### src/rtl/mppt_seq_pkg.sv
package mppt_seq_pkg;
    typedef enum logic [1:0] {
        ST_IDLE     = 2'd0,
        ST_HALT     = 2'd1,
        ST_ADC_REQ  = 2'd2,
        ST_ADC_WAIT = 2'd3
    } seq_state_t;

    localparam int VOC_W        = 8;
    localparam int FRAC_W       = 5;
    localparam int VOC_INIT     = 29;
    localparam int FRAC_OFFSET  = 85;   // 42.5 % in half-percent units
    localparam int FRAC_STEP    = 3;    // 1.5 %
    localparam int FRAC_DIVISOR = 200;  // 100 % in half-percent units
endpackage

### src/rtl/mppt_period_timer.sv
module mppt_period_timer #(
    parameter int PER_BASE = 64
) (
    input  logic       clk,
    input  logic       rst_n,
    input  logic       tick,
    input  logic       per_en,
    input  logic [1:0] per_code,
    input  logic       restart,
    output logic       expire
);
    localparam int CW = $clog2(PER_BASE * 4) + 1;

    logic [CW-1:0] cnt_q;
    logic [CW-1:0] last_q;
    logic          active;

    always_comb begin
        unique case (per_code)
            2'd0:    last_q = CW'(PER_BASE - 1);
            2'd1:    last_q = CW'(2 * PER_BASE - 1);
            default: last_q = CW'(4 * PER_BASE - 1);
        endcase
    end

    assign active = per_en && (per_code != 2'd3);
    assign expire = active && tick && (cnt_q == last_q);

    always_ff @(posedge clk or negedge rst_n) begin
        if (!rst_n) begin
            cnt_q <= '0;
        end else if (restart || !active) begin
            cnt_q <= '0;
        end else if (tick && (cnt_q != last_q)) begin
            cnt_q <= cnt_q + 1'b1;
        end
    end
endmodule

### src/rtl/mppt_harvest_watch.sv
module mppt_harvest_watch #(
    parameter int HW = 16
) (
    input  logic          clk,
    input  logic          rst_n,
    input  logic          harv_valid,
    input  logic [HW-1:0] harv_count,
    input  logic          adapt_en,
    input  logic          asleep,
    output logic          jump
);
    logic [HW-1:0] ref_q;
    logic          have_ref_q;
    logic          above, below;

    assign above = {1'b0, harv_count} > {ref_q, 1'b0};
    assign below = {harv_count, 1'b0} < {1'b0, ref_q};
    assign jump  = harv_valid && have_ref_q && adapt_en && !asleep && (above || below);

    always_ff @(posedge clk or negedge rst_n) begin
        if (!rst_n) begin
            ref_q      <= '0;
            have_ref_q <= 1'b0;
        end else if (harv_valid) begin
            ref_q      <= harv_count;
            have_ref_q <= 1'b1;
        end
    end
endmodule

### src/rtl/mppt_target.sv
module mppt_target
    import mppt_seq_pkg::*;
#(
    parameter int AW = VOC_W,
    parameter int FW = FRAC_W
) (
    input  logic [AW-1:0] voc,
    input  logic [FW-1:0] frac,
    output logic [AW-1:0] target
);
    localparam int CW = 8;
    localparam int PW = AW + CW;

    logic [CW-1:0] coef;
    logic [PW-1:0] prod;
    logic [PW-1:0] quot;

    assign coef   = CW'(FRAC_OFFSET) + CW'(FRAC_STEP) * CW'(frac);
    assign prod   = PW'(voc) * PW'(coef);
    assign quot   = prod / PW'(FRAC_DIVISOR);
    assign target = quot[AW-1:0];
endmodule

### src/rtl/mppt_seq.sv
module mppt_seq
    import mppt_seq_pkg::*;
#(
    parameter int PER_BASE = 64,
    parameter int HW       = 16
) (
    input  logic             clk,
    input  logic             rst_n,
    input  logic             tick,
    input  logic [1:0]       per_code,
    input  logic [FRAC_W-1:0] frac_code,
    input  logic             adapt_en,
    input  logic             per_en,
    input  logic             force_meas,
    input  logic             rdy_ack,
    input  logic             host_voc_wr,
    input  logic [VOC_W-1:0] host_voc_data,
    input  logic             harv_valid,
    input  logic [HW-1:0]    harv_count,
    input  logic [VOC_W-1:0] sleep_thr,
    input  logic             adc_done,
    input  logic [VOC_W-1:0] adc_code,
    output logic             boost_halt,
    output logic             adc_start,
    output logic [VOC_W-1:0] voc_code,
    output logic [VOC_W-1:0] reg_target,
    output logic             sleep,
    output logic             voc_rdy,
    output logic             voc_valid
);
    localparam logic [VOC_W-1:0] SLEEP_CODE = VOC_W'(VOC_INIT);

    seq_state_t       state_q, state_d;
    logic             force_pend_q, adapt_pend_q, init_pend_q;
    logic             expire, jump, trig, capture, harv_low, measuring;
    logic [VOC_W-1:0] voc_q;
    logic             sleep_q, rdy_q, valid_q;

    mppt_period_timer #(.PER_BASE(PER_BASE)) timer_i (
        .clk(clk), .rst_n(rst_n), .tick(tick), .per_en(per_en),
        .per_code(per_code), .restart(trig || jump), .expire(expire)
    );

    mppt_harvest_watch #(.HW(HW)) watch_i (
        .clk(clk), .rst_n(rst_n), .harv_valid(harv_valid), .harv_count(harv_count),
        .adapt_en(adapt_en), .asleep(sleep_q), .jump(jump)
    );

    mppt_target #(.AW(VOC_W), .FW(FRAC_W)) target_i (
        .voc(voc_q), .frac(frac_code), .target(reg_target)
    );

    assign trig = (state_q == ST_IDLE) && tick &&
                  (expire || force_pend_q || adapt_pend_q || (init_pend_q && per_en));
    assign capture  = (state_q == ST_ADC_WAIT) && adc_done;
    assign harv_low = harv_valid && (sleep_thr != '0) && (harv_count < HW'(sleep_thr));

    // state register
    always_ff @(posedge clk or negedge rst_n) begin
        if (!rst_n) state_q <= ST_IDLE;
        else        state_q <= state_d;
    end

    // next state
    always_comb begin
        state_d = state_q;
        unique case (state_q)
            ST_IDLE:     if (trig)     state_d = ST_HALT;
            ST_HALT:     if (tick)     state_d = ST_ADC_REQ;
            ST_ADC_REQ:                state_d = ST_ADC_WAIT;
            ST_ADC_WAIT: if (adc_done) state_d = ST_IDLE;
            default:                   state_d = ST_IDLE;
        endcase
    end

    // outputs
    always_comb begin
        measuring  = (state_q != ST_IDLE);
        adc_start  = (state_q == ST_ADC_REQ);
        boost_halt = measuring || sleep_q;
        voc_code   = voc_q;
        sleep      = sleep_q;
        voc_rdy    = rdy_q;
        voc_valid  = valid_q;
    end

    always_ff @(posedge clk or negedge rst_n) begin
        if (!rst_n) begin
            force_pend_q <= 1'b0;
            adapt_pend_q <= 1'b0;
            init_pend_q  <= 1'b1;
            voc_q        <= SLEEP_CODE;
            sleep_q      <= 1'b0;
            rdy_q        <= 1'b0;
            valid_q      <= 1'b0;
        end else begin
            force_pend_q <= force_meas | (force_pend_q & ~trig);
            adapt_pend_q <= jump | (adapt_pend_q & ~trig);
            if (tick) init_pend_q <= 1'b0;

            if (capture)          voc_q <= adc_code;
            else if (host_voc_wr) voc_q <= host_voc_data;

            if (capture)          sleep_q <= (adc_code < SLEEP_CODE);
            else if (host_voc_wr) sleep_q <= (host_voc_data < SLEEP_CODE);
            else if (trig)        sleep_q <= 1'b0;
            else if (harv_low)    sleep_q <= 1'b1;

            if (capture)      rdy_q <= 1'b1;
            else if (rdy_ack) rdy_q <= 1'b0;

            if (capture)          valid_q <= 1'b1;
            else if (host_voc_wr) valid_q <= 1'b0;
        end
    end

    AST_START_HALTED: assert property (@(posedge clk) disable iff (!rst_n)
        adc_start |-> boost_halt);
    AST_CAPTURE_STORE: assert property (@(posedge clk) disable iff (!rst_n)
        capture |=> (voc_code == $past(adc_code)) && voc_rdy && voc_valid);
    AST_LOW_WRITE_SLEEP: assert property (@(posedge clk) disable iff (!rst_n)
        (host_voc_wr && !capture && (host_voc_data < SLEEP_CODE)) |=> sleep);
    AST_START_WAKES: assert property (@(posedge clk) disable iff (!rst_n)
        (trig && !host_voc_wr) |=> !sleep);
    AST_TARGET_BOUND: assert property (@(posedge clk) disable iff (!rst_n)
        reg_target <= voc_code);
endmodule

### config.mk
export PLATFORM = sky130hd
export DESIGN_NAME = mppt_seq
export DESIGN_NICKNAME = d
export VERILOG_FILES = /design/src/rtl/mppt_seq_pkg.sv /design/src/rtl/mppt_period_timer.sv /design/src/rtl/mppt_harvest_watch.sv /design/src/rtl/mppt_target.sv /design/src/rtl/mppt_seq.sv
export SDC_FILE = /design/constraint.sdc
export NUM_CORES = 1
export LEC_CHECK = 0
export BUFFER_PORTS_ARGS = -buffer_cell sky130_fd_sc_hd__buf_2
export CAP_MARGIN = 20
export CORE_UTILIZATION = 50
export CTS_BUF_LIST = sky130_fd_sc_hd__clkbuf_4 sky130_fd_sc_hd__clkbuf_8
export DETAILED_ROUTE_END_ITERATION = 12
export GPL_TIMING_DRIVEN = 0
export PLACE_DENSITY = 0.81
export SETUP_SLACK_MARGIN = 0.4
export SLEW_MARGIN = 20
export SYNTH_ARGS = -nofsm -noshare
export SYNTH_HDL_FRONTEND = slang
export SYNTH_SLANG_ARGS = --single-unit
### constraint.sdc
create_clock -name clk -period 20.8 [get_ports clk]
set_input_delay 1.04 -clock clk [delete_from_list [all_inputs] [get_ports clk]]
set_output_delay 1.04 -clock clk [all_outputs]
set_load 0.02 [all_outputs]
==> impl.org <==
** Logic synthesis
- Counting flops with an async set or reset pin after synthesis yields a share of 100%.
- Parity-gate share of the synthesized area counting xor and xnor cells :: approximately 3.6%
- For this run, the register share of the synthesized area comes to 14.6%.
- Cell variety after synth :: 94
- In this run, synthesis produced a sequential element count of 42.
- The most common cell in the synthesized netlist is inv_1.
- Number of flops mapped to enable cells by yosys :: 0
- Of the total synthesized cell area, the portion taken by full adders, half adders and majority gates is 25.6%.
- Post-synth top area cell :: ha_1
- Average size of a mapped cell :: around 8.3 um^2
- The synthesized netlist occupies a cell area of just over 7000 um^2.
- Commonest cells post-synth :: inv_1, ha_1, nand2_1
- Cells taking the most area after synthesis :: ha_1, dfrtp_1, fa_1
- Summed over its instances, the top area cell type makes up between 10% and 20% of the synthesized netlist area.
- Summing the areas of all and, or, nand and nor instances in the mapped netlist gives about 22% of the synthesized area.
- Synth Net Count :: between 1000 and 1500
- Measured against the total synthesized area, the mux share comes to around 3.2%.
- Summing the areas of all compound-gate instances in the mapped netlist gives between 20% and 30% of the synthesized area.
- Post-Synthesis Cells :: between 800 and 900
- Synth Flop Type :: dfrtp_1
- Synth warnings :: 0
- Dominant combinational cell family by area after synthesis :: adder cells

** Clock network
- Sink count of the clock tree :: 42
- Clock slew at the register clock pins of the worst setup and hold paths :: 0.09 ns
- The tree is rooted in a clkbuf_8.
- In this run, post-CTS repair resized a total of 0 instances.
- Longest Clk Path Bufs :: 2
- Once the clock tree was built, the setup fixing pass inserted 0 buffers.
- Skew-Pair Late Insertion Delay :: roughly 0.30 ns
- H-tree level count :: 2
- TritonCTS built the clock tree.
- Number of buffers inserted during clock tree synthesis :: 5
- The number of hold buffers added after CTS was 0.

** Worst setup path
- The worst setup path is of the input pin to output pin kind.
- For this design, the slowest cell found on the critical path is fa_1.
- The largest single stage delay on the critical path is about 0.57 ns.
- For the worst setup path, the data required time is 19.76 ns.
- Crit end category :: output pin
- Data arrives at the worst endpoint at 12.02 ns.
- STA classifies the critical path startpoint as an input pin.
- In this design, the critical path's most frequently occurring cell is fa_1.
- In this run the worst path has a maximum fanout of 8.

** Layout
- Final-layout fill cell count :: roughly 1300
- The post-route netlist has about 16% of its cells at a drive strength greater than 1.
- Share of the core filled with cells in the final layout :: between 50 and 60%
- Summed area of non-filler cells in the final layout :: between 7000 and 8000 um^2
- Area delta synth->final :: 9.74%
- For this run, the post-layout net count is about 1100.
- The repair_antennas step left the layout with diodes totalling 0.

** Floorplan
- Boundary Pins :: 78
- Number of standard-cell rows in the floorplan :: 43
- In this run the horizontal extent of the chip is between 100 and 150 um.
- CORE AREA :: ~14000 um^2
- Area of the die :: 15000 um^2
- In this run the vertical extent of the chip is between 100 and 150 um.
- Initial cell density of the core :: 51.7%

** Route
- Vias per std cell :: between 5 and 6
- Number of violations reported at the end of detailed-routing iteration 0 :: ~420
- After detailed routing, the total wire length is between 15000 and 20000 um.
- After detailed routing, the average wire length per cell comes to 14.4 um.
- The routed layout has approximately 6700 vias.
- Antenna viol nets, final :: 0
- The first TritonRoute pass finished after 5 iterations.
- DR DRC count :: 0

** STA
- In this run the tightest slew margin relative to its limit is a little under two fifths.
- Hold is met by 0.483 ns.
- RSZ-0062 raised after global routing :: no
- The worst path in the final design needs a cycle of between 10 and 15 ns, including I/O delays and setup.
- Fin Clk Skew :: 0.0147 ns
- The count of final hold-check violations came to 0.
- Based on the critical path, the design can be clocked at up to between 70 and 80 MHz.
- After layout, the worst path uses a little over three fifths of the clock period.
- The number of pins exceeding their max-slew limit in the final report is 0.
- At the pin with the least slew margin, the transition time is about 0.94 ns.
- Final total negative setup slack :: 0 ns
- Setup violations remaining at the end of the flow were counted as 0.

** Global route
- Number of global-route vias before repair :: ~6000
- Pin count of the biggest net entering global routing :: 43
- First-pass GRT wire length :: 27500 um
- Total routing usage reported by global routing :: 22.0%
- Number of antenna violations at the first check in global routing :: 0
- GR Overflow Total :: 0

** Place
- Total half-perimeter wirelength after legalization and detailed placement :: 13200 um
- The congestion estimate from routability-driven global placement came to 0.878.
- The placed instances occupy a cell area of ~7800 um^2.
- Buffers on Ports :: 76

** Min path
- The worst hold path belongs to the class flip-flop to flip-flop.

** Flow run
- The tool flagged a number of max-cap violations equal to 0.

** Outcome
- The run finished with clean final reports.
==> through the flow <==
stage / cells / setup WS (ns)
floorplan: 868 / 9.07
global placement: 1124 / 8.12
detailed placement: 1124 / 7.88
CTS: 1132 / 7.88
global route: 1132 / 6.96
finish: 1132 / 7.74
==> layer usage <==
metal  vias to the layer above  global-route usage [%]  wire (um)
li1                       3275                       -          -
met1                      3194                    31.3       7810
met2                       168                    36.2       7520
met3                        30                    2.09        664
met4                         0                    4.42        298
met5                         -                       0          0
==> registers in the layout, indices dropped and copies added, names as in the netlist <==
signal,count
state_q,2
init_pend_q,1
watch_i.ref_q,16
adapt_pend_q,1
voc_valid,1
watch_i.have_ref_q,1
voc_rdy,1
voc_code,8
force_pend_q,1
timer_i.cnt_q,9
sleep,1
==> cell usage in the layout, fill, tap and decap left out, types with 15 or more instances in the layout <==
cell     count
xnor2_1     17
nor3_1      17
a21o_1      17
nor2_1      59
and2_1      43
nand3_1     15
inv_1       95
a21oi_1     51
o21ai_0     40
dfrtp_1     37
nor2b_1     24
nand2_1     61
ha_1        88
buf_2       78
fa_1        37
mux2i_1     15
==> logic make-up (layout without fill, tap and decap cells) <==
family | Yosys count | in the layout
AOI/OAI and AO/OA | 236 | 236
xor gates and xnor gates | 30 | 30
adders and majority gates | 126 | 126
buffers and inverters | 116 | 200
DFF | 42 | 42
muxes | 21 | 21
and+or+nand+nor | 297 | 297
==> final cells by class <==
cell class	instances	area [um^2]	share of cell area (%)
Clock buffer	7	90.1	1.13
Buffer	20	109	1.37
Tap cell	180	225	2.84
Timing Repair Buffer	76	380	4.79
Multi-Input combinational cell	710	5710	71.9
Sequential cell	42	1060	13.3
Inverter	96	360	4.54
Clock inverter	1	8.76	0.110
==> final timing paths <==
kind | start | end | slack [ns] | cells past startpoint
setup / recovery | frac_code[1] | reg_target[0] | 7.74 | 43
hold / removal | watch_i.have_ref_q | watch_i.have_ref_q | 0.48 | 1
setup reg to reg | watch_i.ref_q[1] | timer_i.cnt_q[3] | 17.56 | 20
hold reg to reg | watch_i.have_ref_q | watch_i.have_ref_q | 0.48 | 1
max in group asynchronous | rst_n | timer_i.cnt_q[6] | 19.33 | 1
min in group asynchronous | rst_n | watch_i.have_ref_q | 0.89 | 1
==> critical path, delay by kind of cell <==
family,cells,cell delay [ns]
compound gates,14,4.07
xor+xnor,1,0.45
fa+ha+maj,7,3.17
buf+inv,8,0.72
mux,2,0.64
simple gates,11,1.90
Power is left out: the tool's default activity adds up to more than one toggle a clock period on the data nets, which glitch-free logic cannot reach.
